===== src/rtl/rtc_pkg.sv =====
package rtc_pkg;

    typedef enum logic [2:0] {
        ST_IDLE,
        ST_SEC,
        ST_MIN,
        ST_HOUR,
        ST_DAY,
        ST_MON,
        ST_YEAR
    } seq_state_t;

    localparam logic [3:0] IDX_SUB  = 4'd0;
    localparam logic [3:0] IDX_SEC  = 4'd1;
    localparam logic [3:0] IDX_MIN  = 4'd2;
    localparam logic [3:0] IDX_HOUR = 4'd3;
    localparam logic [3:0] IDX_WDAY = 4'd4;
    localparam logic [3:0] IDX_DAY  = 4'd5;
    localparam logic [3:0] IDX_MON  = 4'd6;
    localparam logic [3:0] IDX_YEAR = 4'd7;
    localparam logic [3:0] IDX_CENT = 4'd8;
    localparam logic [3:0] IDX_CTLA = 4'd14;
    localparam logic [3:0] IDX_CTLB = 4'd15;

    // next packed-BCD value, low digit rolls 9 -> 0 with a tens carry
    function automatic logic [7:0] bcd_inc(input logic [7:0] v);
        if (v[3:0] >= 4'd9) return {v[7:4] + 4'd1, 4'd0};
        else                return {v[7:4], v[3:0] + 4'd1};
    endfunction

    function automatic logic [7:0] bcd_to_bin(input logic [7:0] v);
        return ({4'd0, v[7:4]} * 8'd10) + {4'd0, v[3:0]};
    endfunction

endpackage


===== src/rtl/rtc_prescaler.sv =====
module rtc_prescaler #(
    parameter int PRE_DIV = 8
) (
    input  logic clk,
    input  logic rst_n,
    input  logic tick_i,
    input  logic run_i,
    input  logic hold_i,
    output logic step_o
);
    localparam int CW = (PRE_DIV > 1) ? $clog2(PRE_DIV) : 1;
    localparam logic [CW-1:0] LAST = CW'(PRE_DIV - 1);

    logic [CW-1:0] cnt_q;

    always_ff @(posedge clk or negedge rst_n) begin
        if (!rst_n)                cnt_q <= '0;
        else if (hold_i)           cnt_q <= '0;
        else if (run_i && tick_i)  cnt_q <= (cnt_q == LAST) ? '0 : cnt_q + 1'b1;
    end

    assign step_o = run_i && !hold_i && tick_i && (cnt_q == LAST);

    // a held prescaler sits at zero on the next clock
    assert_hold_clears_R7: assert property (@(posedge clk) disable iff (!rst_n)
        hold_i |=> (cnt_q == '0));

    generate
        if (PRE_DIV > 1) begin : g_spacing
            // two steps never come on back-to-back clocks
            assert_step_spacing_R7: assert property (@(posedge clk) disable iff (!rst_n)
                step_o |=> !step_o);
        end
    endgenerate

endmodule


===== src/rtl/rtc_month_len.sv =====
module rtc_month_len (
    input  logic [7:0] mon_i,
    input  logic [7:0] year_i,
    output logic [7:0] last_day_o
);
    import rtc_pkg::*;

    logic [7:0] year_bin;
    logic       leap;

    assign year_bin = bcd_to_bin(year_i);
    assign leap     = (year_bin[1:0] == 2'b00);

    always_comb begin
        unique case (mon_i)
            8'h02:                      last_day_o = leap ? 8'h29 : 8'h28;
            8'h04, 8'h06, 8'h09, 8'h11: last_day_o = 8'h30;
            default:                    last_day_o = 8'h31;
        endcase
    end

endmodule


===== src/rtl/rtc_time_seq.sv =====
module rtc_time_seq #(
    parameter int SUB_W     = 6,
    parameter bit WIDE_YEAR = 1'b1
) (
    input  logic             clk,
    input  logic             rst_n,
    input  logic             run_i,
    input  logic             step_i,
    input  logic             wr_en_i,
    input  logic [3:0]       wr_idx_i,
    input  logic [7:0]       wr_data_i,
    output logic [SUB_W-1:0] sub_o,
    output logic [7:0]       sec_o,
    output logic [7:0]       min_o,
    output logic [7:0]       hour_o,
    output logic [7:0]       wday_o,
    output logic [7:0]       day_o,
    output logic [7:0]       mon_o,
    output logic [7:0]       year_o,
    output logic [7:0]       cent_o,
    output logic             sec_carry_o
);
    import rtc_pkg::*;

    localparam logic [SUB_W-1:0] SUB_LAST = {SUB_W{1'b1}};

    seq_state_t state_q, state_d;
    logic [SUB_W-1:0] sub_q;
    logic [7:0] sec_q, min_q, hour_q, wday_q, day_q, mon_q, year_q;
    logic [7:0] last_day;
    logic       load;

    rtc_month_len u_month_len (
        .mon_i      (mon_q),
        .year_i     (year_q),
        .last_day_o (last_day)
    );

    assign load        = wr_en_i && !run_i;
    assign sec_carry_o = run_i && (state_q == ST_IDLE) && step_i && (sub_q == SUB_LAST);

    // state register
    always_ff @(posedge clk or negedge rst_n) begin
        if (!rst_n) state_q <= ST_IDLE;
        else        state_q <= state_d;
    end

    // next state: one field per clock, stop early when a field does not wrap
    always_comb begin
        state_d = state_q;
        if (run_i) begin
            unique case (state_q)
                ST_IDLE: state_d = (step_i && sub_q == SUB_LAST) ? ST_SEC : ST_IDLE;
                ST_SEC:  state_d = (sec_q  >= 8'h59) ? ST_MIN  : ST_IDLE;
                ST_MIN:  state_d = (min_q  >= 8'h59) ? ST_HOUR : ST_IDLE;
                ST_HOUR: state_d = (hour_q >= 8'h23) ? ST_DAY  : ST_IDLE;
                ST_DAY:  state_d = (day_q  >= last_day) ? ST_MON : ST_IDLE;
                ST_MON:  state_d = (mon_q  >= 8'h12) ? ST_YEAR : ST_IDLE;
                ST_YEAR: state_d = ST_IDLE;
                default: state_d = ST_IDLE;
            endcase
        end
    end

    // counter updates driven by the state
    always_ff @(posedge clk or negedge rst_n) begin
        if (!rst_n) begin
            sub_q  <= '0;
            sec_q  <= 8'h00;
            min_q  <= 8'h00;
            hour_q <= 8'h00;
            wday_q <= 8'h00;
            day_q  <= 8'h01;
            mon_q  <= 8'h01;
            year_q <= 8'h00;
        end else if (load) begin
            case (wr_idx_i)
                IDX_SUB:  sub_q  <= wr_data_i[SUB_W-1:0];
                IDX_SEC:  sec_q  <= wr_data_i;
                IDX_MIN:  min_q  <= wr_data_i;
                IDX_HOUR: hour_q <= wr_data_i;
                IDX_WDAY: wday_q <= wr_data_i;
                IDX_DAY:  day_q  <= wr_data_i;
                IDX_MON:  mon_q  <= wr_data_i;
                IDX_YEAR: year_q <= wr_data_i;
                default:  ;
            endcase
        end else if (run_i) begin
            unique case (state_q)
                ST_IDLE: if (step_i) sub_q <= sub_q + 1'b1;
                ST_SEC:  sec_q  <= (sec_q  >= 8'h59) ? 8'h00 : bcd_inc(sec_q);
                ST_MIN:  min_q  <= (min_q  >= 8'h59) ? 8'h00 : bcd_inc(min_q);
                ST_HOUR: hour_q <= (hour_q >= 8'h23) ? 8'h00 : bcd_inc(hour_q);
                ST_DAY: begin
                    wday_q <= (wday_q >= 8'h06) ? 8'h00 : wday_q + 8'd1;
                    day_q  <= (day_q >= last_day) ? 8'h01 : bcd_inc(day_q);
                end
                ST_MON:  mon_q  <= (mon_q  >= 8'h12) ? 8'h01 : bcd_inc(mon_q);
                ST_YEAR: year_q <= (year_q >= 8'h99) ? 8'h00 : bcd_inc(year_q);
                default: ;
            endcase
        end
    end

    generate
        if (WIDE_YEAR) begin : g_century
            logic [7:0] cent_q;
            always_ff @(posedge clk or negedge rst_n) begin
                if (!rst_n)
                    cent_q <= 8'h20;
                else if (load && wr_idx_i == IDX_CENT)
                    cent_q <= wr_data_i;
                else if (run_i && state_q == ST_YEAR && year_q >= 8'h99)
                    cent_q <= (cent_q >= 8'h99) ? 8'h00 : bcd_inc(cent_q);
            end
            assign cent_o = cent_q;
        end else begin : g_no_century
            assign cent_o = 8'h00;
        end
    endgenerate

    assign sub_o  = sub_q;
    assign sec_o  = sec_q;
    assign min_o  = min_q;
    assign hour_o = hour_q;
    assign wday_o = wday_q;
    assign day_o  = day_q;
    assign mon_o  = mon_q;
    assign year_o = year_q;

    // steps only arrive while the sequencer is idle
    assert_step_in_idle_R11: assert property (@(posedge clk) disable iff (!rst_n)
        (run_i && step_i) |-> (state_q == ST_IDLE));

    // the year stage always ends the ripple
    assert_ripple_end_R11: assert property (@(posedge clk) disable iff (!rst_n)
        (run_i && state_q == ST_YEAR) |=> (state_q == ST_IDLE));

    // stopped and not written, nothing moves
    assert_stop_freeze_R6: assert property (@(posedge clk) disable iff (!rst_n)
        (!run_i && !wr_en_i) |=> ($stable(sec_q) && $stable(min_q) && $stable(hour_q)
            && $stable(day_q) && $stable(mon_q) && $stable(year_q) && $stable(state_q)));

    // a wrapping step clears the sub-second count and opens the ripple
    assert_sub_wrap_R2: assert property (@(posedge clk) disable iff (!rst_n)
        sec_carry_o |=> (sub_q == '0 && state_q == ST_SEC));

endmodule


===== src/rtl/bcd_rtc_core.sv =====
module bcd_rtc_core #(
    parameter int PRE_DIV   = 8,
    parameter bit WIDE_YEAR = 1'b1
) (
    input  logic       clk,
    input  logic       rst_n,
    input  logic       tick_i,
    input  logic       bus_wr_i,
    input  logic [3:0] bus_addr_i,
    input  logic [7:0] bus_wdata_i,
    output logic [7:0] bus_rdata_o,
    output logic       carry_irq_o
);
    import rtc_pkg::*;

    localparam int SUB_W = 6;

    logic start_q, prst_q, adj_q, en_q;
    logic cf_q, cie_q;
    logic step, sec_carry, cnt_wr, ctla_wr, ctlb_wr;
    logic [SUB_W-1:0] sub;
    logic [7:0] sec, min, hour, wday, day, mon, year, cent;

    assign cnt_wr  = bus_wr_i && (bus_addr_i <= IDX_CENT);
    assign ctla_wr = bus_wr_i && (bus_addr_i == IDX_CTLA);
    assign ctlb_wr = bus_wr_i && (bus_addr_i == IDX_CTLB);

    rtc_prescaler #(.PRE_DIV(PRE_DIV)) u_prescaler (
        .clk    (clk),
        .rst_n  (rst_n),
        .tick_i (tick_i),
        .run_i  (start_q),
        .hold_i (prst_q),
        .step_o (step)
    );

    rtc_time_seq #(.SUB_W(SUB_W), .WIDE_YEAR(WIDE_YEAR)) u_seq (
        .clk         (clk),
        .rst_n       (rst_n),
        .run_i       (start_q),
        .step_i      (step),
        .wr_en_i     (cnt_wr),
        .wr_idx_i    (bus_addr_i),
        .wr_data_i   (bus_wdata_i),
        .sub_o       (sub),
        .sec_o       (sec),
        .min_o       (min),
        .hour_o      (hour),
        .wday_o      (wday),
        .day_o       (day),
        .mon_o       (mon),
        .year_o      (year),
        .cent_o      (cent),
        .sec_carry_o (sec_carry)
    );

    always_ff @(posedge clk or negedge rst_n) begin
        if (!rst_n) begin
            start_q <= 1'b0;
            prst_q  <= 1'b0;
            adj_q   <= 1'b0;
            en_q    <= 1'b0;
            cie_q   <= 1'b0;
            cf_q    <= 1'b0;
        end else begin
            if (ctlb_wr) begin
                start_q <= bus_wdata_i[0];
                prst_q  <= bus_wdata_i[1];
                adj_q   <= bus_wdata_i[2];
                en_q    <= bus_wdata_i[3];
            end
            if (ctla_wr) cie_q <= bus_wdata_i[4];
            if (sec_carry)                        cf_q <= 1'b1;
            else if (ctla_wr && !bus_wdata_i[7])  cf_q <= 1'b0;
        end
    end

    always_comb begin
        case (bus_addr_i)
            IDX_SUB:  bus_rdata_o = 8'(sub);
            IDX_SEC:  bus_rdata_o = sec;
            IDX_MIN:  bus_rdata_o = min;
            IDX_HOUR: bus_rdata_o = hour;
            IDX_WDAY: bus_rdata_o = wday;
            IDX_DAY:  bus_rdata_o = day;
            IDX_MON:  bus_rdata_o = mon;
            IDX_YEAR: bus_rdata_o = year;
            IDX_CENT: bus_rdata_o = cent;
            IDX_CTLA: bus_rdata_o = {cf_q, 2'b00, cie_q, 4'b0000};
            IDX_CTLB: bus_rdata_o = {4'b0000, en_q, adj_q, prst_q, start_q};
            default:  bus_rdata_o = 8'h00;
        endcase
    end

    assign carry_irq_o = cf_q && cie_q;

    // a seconds carry always leaves the flag set, even against a clearing write
    assert_flag_sets_R8: assert property (@(posedge clk) disable iff (!rst_n)
        sec_carry |=> cf_q);

    // only a zero written to bit 7 can drop the flag
    assert_flag_sticky_R8: assert property (@(posedge clk) disable iff (!rst_n)
        (cf_q && !(ctla_wr && !bus_wdata_i[7])) |=> cf_q);

    // an enabled carry reaches the interrupt pin on the next clock
    assert_irq_on_carry_R9: assert property (@(posedge clk) disable iff (!rst_n)
        (sec_carry && cie_q && !ctla_wr) |=> carry_irq_o);

    // no step is produced while stopped
    assert_no_step_stopped_R7: assert property (@(posedge clk) disable iff (!rst_n)
        !start_q |-> !step);

endmodule


===== config.mk =====
export PLATFORM = sky130hd
export DESIGN_NAME = bcd_rtc_core
export DESIGN_NICKNAME = d
export VERILOG_FILES = /design/src/rtl/rtc_pkg.sv /design/src/rtl/rtc_prescaler.sv /design/src/rtl/rtc_month_len.sv /design/src/rtl/rtc_time_seq.sv /design/src/rtl/bcd_rtc_core.sv
export SDC_FILE = /design/constraint.sdc
export NUM_CORES = 1
export LEC_CHECK = 0
export CORE_UTILIZATION = 60
export DETAILED_ROUTE_END_ITERATION = 12
export DONT_BUFFER_PORTS = 1
export GPL_TIMING_DRIVEN = 0
export PLACE_DENSITY = 0.77
export SYNTH_ARGS = -nofsm -noshare
export SYNTH_HDL_FRONTEND = slang
export SYNTH_SLANG_ARGS = --single-unit

===== constraint.sdc =====
create_clock -name clk -period 6.1 [get_ports clk]
set_clock_uncertainty 0.15 [all_clocks]
set_input_delay 0.305 -clock clk [delete_from_list [all_inputs] [get_ports clk]]
set_output_delay 0.305 -clock clk [all_outputs]
set_load 0.05 [all_outputs]

==> results.md, run 1 <==
* Number of different library cells in the post-synthesis netlist at 80
* Count of hold buffers inserted by post-cts repair at 11
* P_leak at 2.76 nW
* Max Root-Sink Buffers at 2
* Clock period minus final worst setup slack at 3990 ps
* Overflow left after global routing at 0
* Vias per cell at between 7 and 8
* Gates resized, CTS repair at 0
* R2R depth at 13
* Number of maximum-capacitance violations at 0
* Capture point of the worst reg-to-reg path: u_seq.day_o[4]
* Crit path DAT at 4100 ps
* Transition time of the tightest slew-check pin at 1220 ps
* Crit. Startpoint: u_seq.mon_o[1]
* Die outline area at about 10000 sq um
* Post-synthesis to final-layout area growth at 8.43%
* Starting Density at roughly three fifths
* Number of enable flip-flop cells after synthesis at 0
* Fin nets at ~750
* Sequential fraction of the synthesis area at 34.3%
* Via count at between 5000 and 6000
* Final slew viol count at 0
* Endpoints failing hold at 0
* Setup crit end: u_seq.day_o[4]
* Most common library cell in the layout ignoring fill and taps: sky130_fd_sc_hd__dfrtp_1
* Sequential Area at between 2000 and 2500 sq um
* Overall routing resource usage at about two fifths
* Deepest level of the CTS H-tree at 3
* Multi-input logic area at ~3700 sq um
* Final weighted congestion in routability-driven placement at about 1.0
* Accumulated negative setup slack at 0 ps
* Worst Setup Slack post-DPL at between 2000 and 2500 ps
* Total setup violations reported at the end of the flow at 0
* Worst setup SP type: flip-flop
* Commonest register cell after synthesis: sky130_fd_sc_hd__dfrtp_1
* CP max FO at 7
* Number of iterations in the first detailed-routing pass at 6
* Horiz. Die Dim at about 100 um
* IO Count at 25
* Post-layout worst setup margin at ~2100 ps
* Startpoint of the most critical register-to-register path: u_seq.mon_o[1]
* Clock transition time at the flip-flop clock pins of the worst setup and hold paths at 90 ps
* Remaining routing DRC violations at 0
* Post-Synthesis Cells at approximately 670
* Number of buffers added by the clock tree synthesis step at 9
* Antenna-violating nets left at 0
* Mean cell area of the mapped netlist at approximately 9 sq um
* Share of synthesized area spent on multiplexers at slightly below 4%
* Simple-gate portion of the synthesized area at around 20%
* Placeable core region at 9730 sq um
* Source-to-sink clock delay at the later pin of the worst-skew pair at between 300 and 400 ps
* Syn Std Cell Area at approximately 6000 sq um
* Pwr dens at 390 nW/um^2
* Worst setup slack for register-to-register paths at around 2100 ps
* Commonest non-fill, non-tap cells in the layout: 79 x sky130_fd_sc_hd__dfrtp_1, 57 x sky130_fd_sc_hd__nand2_1, 45 x sky130_fd_sc_hd__ha_1, 44 x sky130_fd_sc_hd__o21ai_0, 37 x sky130_fd_sc_hd__inv_1
* Result of the run: complete, no violations
* Complex-gate fraction of the synthesized area at 27.7%
* Fill cell instance count of the final layout at about 830
* Combinational family with the most area after synthesis: compound AO/OA/AOI/OAI gates
* Total detailed-routing wirelength at approximately 21 mm
* Root buffer cell: sky130_fd_sc_hd__clkbuf_8
* WL per Instance at approximately 25 um
* Period utilisation layout at 65.4%
* Share of synthesized registers carrying an async set or reset at 100%
* First-pass GRT wire length at roughly 31 mm
* Area share of fa/ha/maj cells after synthesis at around a tenth
* Number of I/O port buffers at 0
* Die Span Y at ~100 um
* RSZ-0062 raised after global routing: no
* Peak ir drop on the vdd network at ~0.25 mV
* Initial drt markers at roughly 570
* Post-detail-place hpwl at approximately 15 mm
* Worst hold path type: in2reg
* Worst-case headroom to the max-slew limit at between 15 and 20%
* Number of nets in the synthesized netlist at between 700 and 800
* Flip-flop and latch count after synthesis at 82
* Number of buffers inserted by post-CTS setup repair at 0
* Kind of end point of the critical path: flip-flop
* CTS sink cnt at 82
* Placement Rows at 36
* Required time at the worst-slack endpoint at 6220 ps
* Sum of internal, switching and leakage power at between 2 and 3 mW
* Critical path class: reg2reg
* Layout cells sized above 1 at 8.88%
* Vias in the first global route at roughly 5400
* Largest net degree at the start of global routing at 83
* TritonCTS clock tree: built
* Diode insertion count for antenna repair at 0
* Highest Clock Rate at around 0.25 GHz
* Number of antenna violations at the first check in global routing at 0
* Xor and xnor area share after synthesis at less than 1%
* Yosys Warn Count at 0
cell families after synthesis:
kind of cell | Yosys count
AOI/OAI and AO/OA | 233
xor gates and xnor gates | 1
adders and majority gates | 45
buffers and inverters | 67
DFF | 82
muxes | 21
and+or+nand+nor | 222
state kept, by name, summed over array words and instances (netlist names), 3 cells and up:
name	flops
u_seq.sec_o	8
u_seq.sub_o	6
u_prescaler.cnt_q	3
u_seq.year_o	8
u_seq.cent_o	8
u_seq.mon_o	8
u_seq.state_q	3
u_seq.wday_o	8
u_seq.hour_o	8
u_seq.day_o	8
u_seq.min_o	8
power by group:
group	total, mW	switching (mW)	internal, mW
clock	0.421	0.220	0.200
sequential	1.05	0.323	0.731
combinational	1.06	0.634	0.428
worst min path at each step:
stage / from / end / slack [ps] / cells after the start
after floorplan: rst_n / adj_q / -140 / 0
after global placement: rst_n / u_seq.day_o[2] / -140 / 0
after detailed placement: rst_n / u_seq.day_o[1] / -140 / 0
after CTS: bus_wdata_i[5] / u_seq.cent_o[5] / 8 / 3
after global routing: bus_wdata_i[0] / u_seq.sub_o[0] / 20 / 2
final: bus_wdata_i[0] / u_seq.sub_o[0] / 20 / 2
Yosys cell counts (all sizes together), types with 5 or more instances:
master   count  share of area (%)
a221oi       9                1.4
nor2        36                2.4
a22o        17                2.5
a22oi        9                1.1
o211ai      16                2.0
dfrtp       79                 33
ha          45                9.4
nor2b        9               0.98
a32oi        6               0.88
a31oi       11                1.3
o31a         5               0.73
mux2i        5               0.84
buf         11                1.0
o22ai        6               0.63
nor3        14                1.3
and2         8               0.84
nand3       30                2.5
mux2        16                3.0
o21ai       49                4.2
clkbuf      19                1.2
nand2       57                3.6
nor3b        7               0.88
nand4       11                1.1
and3         8               0.84
inv         37                2.3
o21a        13                1.6
o2bb2ai      6               0.88
nand2b      14                1.5
o31ai       10                1.3
a21oi       33                2.9
final cells by class:
cell class	instances	share of cell area, %
multi-input cells	522	56.5
flip-flops and latches	82	31.6
well taps	133	2.56
inverters	37	2.14
clock buffers	10	2.12
plain buffers	30	2.04
repair buffers	11	1.96
clock inverters	6	1.02
critical path: stages, from the launching register on:
cell,delay [ps]
sky130_fd_sc_hd__dfrtp_1,480
sky130_fd_sc_hd__inv_1,140
sky130_fd_sc_hd__ha_1,220
sky130_fd_sc_hd__nand2_1,70
sky130_fd_sc_hd__o22ai_1,160
sky130_fd_sc_hd__a32oi_1,90
sky130_fd_sc_hd__nor3_1,440
sky130_fd_sc_hd__a21oi_1,130
sky130_fd_sc_hd__ha_1,300
sky130_fd_sc_hd__nor4b_1,380
sky130_fd_sc_hd__o221ai_1,460
sky130_fd_sc_hd__nor3_2,530
sky130_fd_sc_hd__nor2_1,120
sky130_fd_sc_hd__o22a_1,220
stage by stage:
step	hold slack [ps]	util, %	std cells	area [sq um]
4_1_cts	7.57	66.8	831	6500
5_1_grt	24.0	66.8	831	6500
2_1_floorplan	-141	-	671	5990
3_3_place_gp	-139	63.3	804	6160
6_report	18.9	66.8	831	6500
3_5_place_dp	-139	63.4	804	6170
layer usage:
metal  vias to the layer above  global-route usage, %  wire length [um]
li1                       2590                      -                 -
met5                         -                      0                 0
met1                      2849                   54.5              8470
met3                        77                   9.85              2230
met4                         0                   24.7              1180
met2                       353                   63.3              9120
(Power assumes the default switching activity.)
==> inputs of run 2 (changes only) <==
--- a/config.mk
+++ b/config.mk
@@ -5,11 +5,11 @@
 export SDC_FILE = /design/constraint.sdc
 export NUM_CORES = 1
 export LEC_CHECK = 0
-export CORE_UTILIZATION = 60
+export CORE_UTILIZATION = 59
 export DETAILED_ROUTE_END_ITERATION = 12
 export DONT_BUFFER_PORTS = 1
 export GPL_TIMING_DRIVEN = 0
-export PLACE_DENSITY = 0.77
+export PLACE_DENSITY = 0.79
 export SYNTH_ARGS = -nofsm -noshare
 export SYNTH_HDL_FRONTEND = slang
 export SYNTH_SLANG_ARGS = --single-unit
==> constraint.sdc (replaced) <==
create_clock -name clk -period 3.47 [get_ports clk]
set_clock_uncertainty 0.15 [all_clocks]
set_input_delay 0.1735 -clock clk [delete_from_list [all_inputs] [get_ports clk]]
set_output_delay 0.1735 -clock clk [all_outputs]
set_load 0.05 [all_outputs]
==> results.md, run 2 (same netlist as run 1, synthesis figures left out) <==
* Kind of end point of the critical path: flip-flop
* P_leak at 2.83 nW (+2.5%)
* Total detailed-routing wirelength at 21.2 mm (+0.91%)
* Fin nets at 758 (+0.53%)
* Total setup violations reported at the end of the flow at 0 (unchanged)
* Launch instance of the worst min-delay path: bus_wdata_i[7]
* DP Cell Count at 804 (unchanged)
* Source-to-sink clock delay at the later pin of the worst-skew pair at 390 ps (about the same)
* WL per Instance at 25.4 um (+0.42%)
* Via count at 5863 (-0.10%)
* Antenna-violating nets left at 0 (unchanged)
* Remaining routing DRC violations at 0 (unchanged)
* Overall routing resource usage at 40.9% (-0.86 points)
* Worst-case headroom to the max-slew limit at 21.8% (+3.6 points)
* Final Core Density at 67.6% (+0.80 points)
* Starting Density at 61.0% (-0.57 points)
* Critical path class: reg2reg
* Number of buffers added by the clock tree synthesis step at 9 (unchanged)
* Placeable core region at 9820 sq um (+0.93%)
* Deepest level of the CTS H-tree at 3 (unchanged)
* Cell area reported after detailed placement at 6170 sq um (unchanged)
* Clock transition time at the flip-flop clock pins of the worst setup and hold paths at 80 ps (about the same)
* Startpoint of the most critical register-to-register path: u_seq.mon_o[0]
* Die outline area at 10600 sq um (+1.7%)
* Worst hold slack across all endpoints at 114 ps (+95.1 ps)
* Final weighted congestion in routability-driven placement at 1.02 (+0.59%)
* Required time at the worst-slack endpoint at 3580 ps (-2640 ps)
* Final slew viol count at 0 (unchanged)
* IO Count at 25 (unchanged)
* Endpoints failing hold at 0 (unchanged)
* Largest net degree at the start of global routing at 83 (unchanged)
* Post-synthesis to final-layout area growth at 10.8%
* Clock period minus final worst setup slack at 3240 ps (-747 ps)
* Overflow left after global routing at 0 (unchanged)
* Most common library cell in the layout ignoring fill and taps: sky130_fd_sc_hd__dfrtp_1
* Period utilisation layout at 93.4% (+28 points)
* Worst setup SP type: flip-flop
* Number of maximum-capacitance violations at 0 (unchanged)
* TritonCTS clock tree: built
* Sum of internal, switching and leakage power at 4.76 mW (+88%)
* Result of the run: complete, no violations
* Pwr dens at 717 nW/um^2 (+84%)
* Number of I/O port buffers at 0 (unchanged)
* CP max FO at 6 (-1)
* Worst Setup Slack post-DPL at -267 ps (-2540 ps)
* RSZ-0062 raised after global routing: no
* Transition time of the tightest slew-check pin at 1170 ps (-54.2 ps)
* Accumulated negative setup slack at 0 ps (unchanged)
* Diode insertion count for antenna repair at 0 (unchanged)
* Max Root-Sink Buffers at 2 (unchanged)
* Die Span Y at 103 um (+0.82%)
* Initial drt markers at 648 (+13%)
* Worst hold path type: in2reg
* Vias per cell at 7.02 (-0.58%)
* Root buffer cell: sky130_fd_sc_hd__clkbuf_8
* Commonest non-fill, non-tap cells in the layout: 79 x sky130_fd_sc_hd__dfrtp_1, 57 x sky130_fd_sc_hd__nand2_1, 45 x sky130_fd_sc_hd__ha_1, 44 x sky130_fd_sc_hd__o21ai_0, 37 x sky130_fd_sc_hd__inv_1
* CTS sink cnt at 82 (unchanged)
* Number of iterations in the first detailed-routing pass at 5 (-1)
* Layout cells sized above 1 at 9.83% (+0.95 points)
* Crit path DAT at 3360 ps (-740 ps)
* Vias in the first global route at 5453 (+0.59%)
* Crit. Startpoint: u_seq.mon_o[0]
* Layout Cell Area excl Fill at 6640 sq um (+2.1%)
* Peak ir drop on the vdd network at 0.448 mV (+79%)
* Horiz. Die Dim at 103 um (+0.82%)
* Post-layout worst setup margin at 229 ps (-1880 ps)
* Placement Rows at 36 (unchanged)
* First-pass GRT wire length at 31.2 mm (-0.51%)
* Post-detail-place hpwl at 14.9 mm (-1.3%)
* Highest Clock Rate at 0.309 GHz (+23%)
* Final cell count without fillers at 835 (+0.48%)
* Number of antenna violations at the first check in global routing at 0 (unchanged)
* Fill cell instance count of the final layout at 835 (+1.2%)
==> run 2: critical path, stage by stage (launching register included) <==
cell and delay [ps]:
sky130_fd_sc_hd__dfstp_2 570, sky130_fd_sc_hd__inv_1 130, sky130_fd_sc_hd__ha_1 260, sky130_fd_sc_hd__nor2_1 100, sky130_fd_sc_hd__o22ai_1 80, sky130_fd_sc_hd__a32oi_1 200, sky130_fd_sc_hd__nor3_2 110, sky130_fd_sc_hd__a21oi_2 140
sky130_fd_sc_hd__ha_1 270, sky130_fd_sc_hd__nor4b_4 270, sky130_fd_sc_hd__o221ai_4 170, sky130_fd_sc_hd__buf_12 170, sky130_fd_sc_hd__a211o_1 250, sky130_fd_sc_hd__mux2_2 260
==> run 2: cell type report <==
| type | instances | area, sq um | area share (%) |
|---|---|---|---|
| well taps | 133 | 166 | 2.51 |
| clock buffers | 10 | 138 | 2.07 |
| repair buffers | 15 | 173 | 2.60 |
| inverters | 37 | 139 | 2.09 |
| clock inverters | 6 | 113 | 1.70 |
| plain buffers | 30 | 133 | 2.00 |
| flip-flops and latches | 82 | 2060 | 31.0 |
| multi-input cells | 522 | 3720 | 56.1 |
==> run 2: routing by layer <==
layer / part of all wire (%) / track usage (%) / vias to the layer above
li1: - / - / 2601
met1: 40 / 54.5 / 2873
met2: 44 / 62.7 / 326
met3: 11 / 8.27 / 63
met4: 4.7 / 22.0 / 0
met5: 0 / 0 / -
==> run 2: worst paths after layout <==
path,slack (ps),endpoint,cells after the start
hold reg to reg,380,en_q,1
setup reg to reg,230,u_seq.state_q[2],13
max in group asynchronous,2570,u_seq.mon_o[0],2
min in group asynchronous,150,u_seq.day_o[1],2
hold / removal,110,u_seq.mon_o[7],2
setup / recovery,230,u_seq.state_q[2],13
==> run 2: timing repair <==
item                                    4_1_cts  5_1_grt
gates resized for setup                       2        5
setup buffers                                 2        1
endpoints found under the hold margin       110        0
hold buffers                                 12        0
endpoints found under the setup margin        7        9
pin swaps                                     1        2
==> run 2: power breakdown <==
group | switching (mW) | internal [mW] | leakage [nW]
Sequential | 0.581 | 1.29 | 1.04
Combinational | 1.18 | 0.827 | 1.67
Clock | 0.390 | 0.501 | 0.127
Total | 2.15 | 2.61 | 2.83
==> inputs of run 3 (changes only) <==
--- a/config.mk
+++ b/config.mk
@@ -10,6 +10,8 @@
 export DONT_BUFFER_PORTS = 1
 export GPL_TIMING_DRIVEN = 0
 export PLACE_DENSITY = 0.79
+export SKIP_CTS_REPAIR_TIMING = 1
 export SYNTH_ARGS = -nofsm -noshare
 export SYNTH_HDL_FRONTEND = slang
+export SYNTH_HIERARCHICAL = 1
 export SYNTH_SLANG_ARGS = --single-unit
==> results.md, run 3 <==
* Crit path DAT at 3360 ps (about the same)
* Number of maximum-capacitance violations at 0 (unchanged)
* Worst hold slack across all endpoints at 49.2 ps (-64.9 ps)
* Commonest non-fill, non-tap cells in the layout: 79 x sky130_fd_sc_hd__dfrtp_1, 48 x sky130_fd_sc_hd__ha_1, 46 x sky130_fd_sc_hd__nand2_1, 46 x sky130_fd_sc_hd__inv_1, 46 x sky130_fd_sc_hd__o21ai_0
* Synth top area share at 31.3% (-1.7 points)
* TritonCTS clock tree: built
* Vias per cell at 6.81 (-2.9%)
* DP Cell Count at 853 (+6.1%)
* Final weighted congestion in routability-driven placement at 1.04 (+1.7%)
* Post-Synthesis Cells at 714 (+6.4%)
* Total detailed-routing wirelength at 20.0 mm (-5.4%)
* Deepest level of the CTS H-tree at 3 (unchanged)
* Highest Clock Rate at 0.307 GHz (-0.66%)
* Post-detail-place hpwl at 14.7 mm (-1.4%)
* Number of I/O port buffers at 0 (unchanged)
* Starting Density at 61.1% (+0.085 points)
* Share of synthesized registers carrying an async set or reset at 100% (unchanged)
* P_leak at 3.00 nW (+6.2%)
* Pwr dens at 530 nW/um^2 (-26%)
* Proportion of power drawn by flip-flops and latches at 43.0% (+3.8 points)
* Sequential fraction of the synthesis area at 32.6% (-1.7 points)
* CP max FO at 6 (unchanged)
* Kind of end point of the critical path: flip-flop
* Number of different library cells in the post-synthesis netlist at 87 (+8.8%)
* Endpoints failing hold at 0 (unchanged)
* Root buffer cell: sky130_fd_sc_hd__clkbuf_8
* Antenna-violating nets left at 0 (unchanged)
* CTS sink cnt at 82 (unchanged)
* Die Span Y at 105 um (+2.6%)
* Critical path class: reg2reg
* Die outline area at 11100 sq um (+5.2%)
* Source-to-sink clock delay at the later pin of the worst-skew pair at 380 ps (about the same)
* Worst setup SP type: flip-flop
* Peak ir drop on the vdd network at 0.301 mV (-33%)
* Placeable core region at 10300 sq um (+5.1%)
* Fin nets at 808 (+6.6%)
* Layout cells sized above 1 at 10.3% (+0.45 points)
* Final cell count without fillers at 885 (+6.0%)
* Accumulated negative setup slack at 0 ps (unchanged)
* Cell depth of the worst hold path at 2 (unchanged)
* Horiz. Die Dim at 105 um (+2.6%)
* Required time at the worst-slack endpoint at 3570 ps (about the same)
* Final slew viol count at 0 (unchanged)
* Cell with the most instances after synthesis: sky130_fd_sc_hd__dfrtp_1
* Vias in the first global route at 5668 (+3.9%)
* Net Sw Frac at 42.8% (-2.3 points)
* Period utilisation layout at 94.0% (+0.62 points)
* Most common library cell in the layout ignoring fill and taps: sky130_fd_sc_hd__dfrtp_1
* WL per Instance at 22.6 um (-11%)
* Logic pwr share at 36.9% (-5.2 points)
* Overflow left after global routing at 0 (unchanged)
* Via count at 6031 (+2.9%)
* Result of the run: complete, no violations
* Number of antenna violations at the first check in global routing at 0 (unchanged)
* Initial drt markers at 763 (+18%)
* Transition time of the tightest slew-check pin at 1160 ps (-8.97 ps)
* Post-synth top cells: 79 x sky130_fd_sc_hd__dfrtp_1, 48 x sky130_fd_sc_hd__ha_1, 47 x sky130_fd_sc_hd__o21ai_0
* IO Count at 25 (unchanged)
* Number of buffers added by the clock tree synthesis step at 9 (unchanged)
* R2R depth at 10 (-3)
* Cell type with the highest aggregate area in the netlist: sky130_fd_sc_hd__dfrtp_1
* Flip-flop and latch count after synthesis at 82 (unchanged)
* Worst-case headroom to the max-slew limit at 22.4% (+0.60 points)
* Clock Power Share at 20.1% (+1.4 points)
* Worst Setup Slack post-DPL at 243 ps (+510 ps)
* Main area contributors after synthesis: sky130_fd_sc_hd__dfrtp_1 31%, sky130_fd_sc_hd__ha_1 9.5%, sky130_fd_sc_hd__o21ai_0 3.7%, sky130_fd_sc_hd__a21oi_1 3.5%, sky130_fd_sc_hd__inv_1 2.7%
* Internal power at 2.08 mW (-20%)
* Clock period minus final worst setup slack at 3260 ps (+21.4 ps)
* Max Root-Sink Buffers at 2 (unchanged)
* Post-synthesis to final-layout area growth at 8.90%
* Total setup violations reported at the end of the flow at 0 (unchanged)
* Clock transition time at the flip-flop clock pins of the worst setup and hold paths at 90 ps (about the same)
* Number of iterations in the first detailed-routing pass at 5 (unchanged)
* Worst hold path type: in2reg
* Yosys Warn Count at 6 (+6)
* Fill cell instance count of the final layout at 848 (+1.6%)
* Final Core Density at 66.6% (-1.0 points)
* First-pass GRT wire length at 31.3 mm (+0.16%)
* Commonest register cell after synthesis: sky130_fd_sc_hd__dfrtp_1
* Post-layout worst setup margin at 207 ps (-21.4 ps)
* Mean cell area of the mapped netlist at 8.84 sq um (-1.1%)
* Placement Rows at 37 (+2.8%)
* Psw at 1.56 mW (-27%)
* Number of enable flip-flop cells after synthesis at 0 (unchanged)
* Remaining routing DRC violations at 0 (unchanged)
* Diode insertion count for antenna repair at 0 (unchanged)
* RSZ-0062 raised after global routing: no
* Largest net degree at the start of global routing at 83 (unchanged)
* Overall routing resource usage at 37.2% (-3.7 points)
* Syn Std Cell Area at 6310 sq um (+5.3%)
==> run 3: changes by cell type after synthesis, sizes merged, moves of 9 or more <==
cell / previous run / this run
inv: 37 / 46
nand2: 57 / 47
a21oi: 33 / 45
buf: 11 / 21
nor2: 36 / 46
==> run 3: worst paths after layout <==
path                            startpoint              end  slack (ps)
setup / recovery            u_seq/mon_o[5]   u_seq/day_o[4]         210
hold / removal              bus_wdata_i[6]   u_seq/mon_o[6]          50
setup reg to reg            u_seq/mon_o[5]   u_seq/day_o[4]         210
hold reg to reg            u_seq/wday_o[7]  u_seq/wday_o[7]         380
max in group asynchronous            rst_n  u_seq/cent_o[5]        2590
min in group asynchronous            rst_n  u_seq/hour_o[1]         220
==> run 3: cell families after synthesis <==
family / synth area share (%)
buf+inv: 5.97
mux: 4.08
compound gates: 26.6
simple gates: 20.9
fa+ha+maj: 9.52
xor+xnor: 0.278
flops: 32.6
other cells: 0.119
==> run 3: power by group through the flow <==
stage	Clock, mW	Combinational (mW)	Sequential (mW)
after floorplan	0	1.02	1.42
after global placement	0	1.21	1.55
after detailed placement	0	1.27	1.57
after CTS	0.745	1.28	1.55
after global routing	0.782	1.50	1.60
final	0.733	1.34	1.57
==> run 3: metrics by stage <==
| stage | total power [mW] | area (sq um) |
|---|---|---|
| floorplan | 2.44 | 6320 |
| global placement | 2.76 | 6490 |
| detailed placement | 2.84 | 6490 |
| CTS | 3.58 | 6690 |
| global route | 3.88 | 6870 |
| finish | 3.65 | 6870 |
==> run 3: cell type report <==
class                           count  area, sq um  area share, %
Multi-Input combinational cell    556         3890           56.6
Sequential cell                    82         2060           29.9
Buffer                             33          204           2.97
Timing Repair Buffer               16          178           2.59
Inverter                           46          173           2.51
Tap cell                          136          170           2.48
Clock buffer                        9          124           1.80
Clock inverter                      7         78.8           1.15
==> run 3: metal layers <==
| layer | global-route usage (%) | routed length (um) |
|---|---|---|
| met2 | 58.2 | 9220 |
| met5 | 0 | 0 |
| met3 | 6.18 | 1610 |
| met4 | 18.2 | 824 |
| met1 | 50.1 | 8380 |
==> run 3: critical path: stages, from the launching register on <==
cell,delay [ps]
sky130_fd_sc_hd__dfrtp_1,490
sky130_fd_sc_hd__or3_4,460
sky130_fd_sc_hd__and2b_2,260
sky130_fd_sc_hd__nand3_1,130
sky130_fd_sc_hd__inv_1,110
sky130_fd_sc_hd__ha_1,150
sky130_fd_sc_hd__a21oi_1,60
sky130_fd_sc_hd__o21ai_0,430
sky130_fd_sc_hd__nor3b_1,150
sky130_fd_sc_hd__a21boi_0,580
sky130_fd_sc_hd__o2bb2ai_1,150
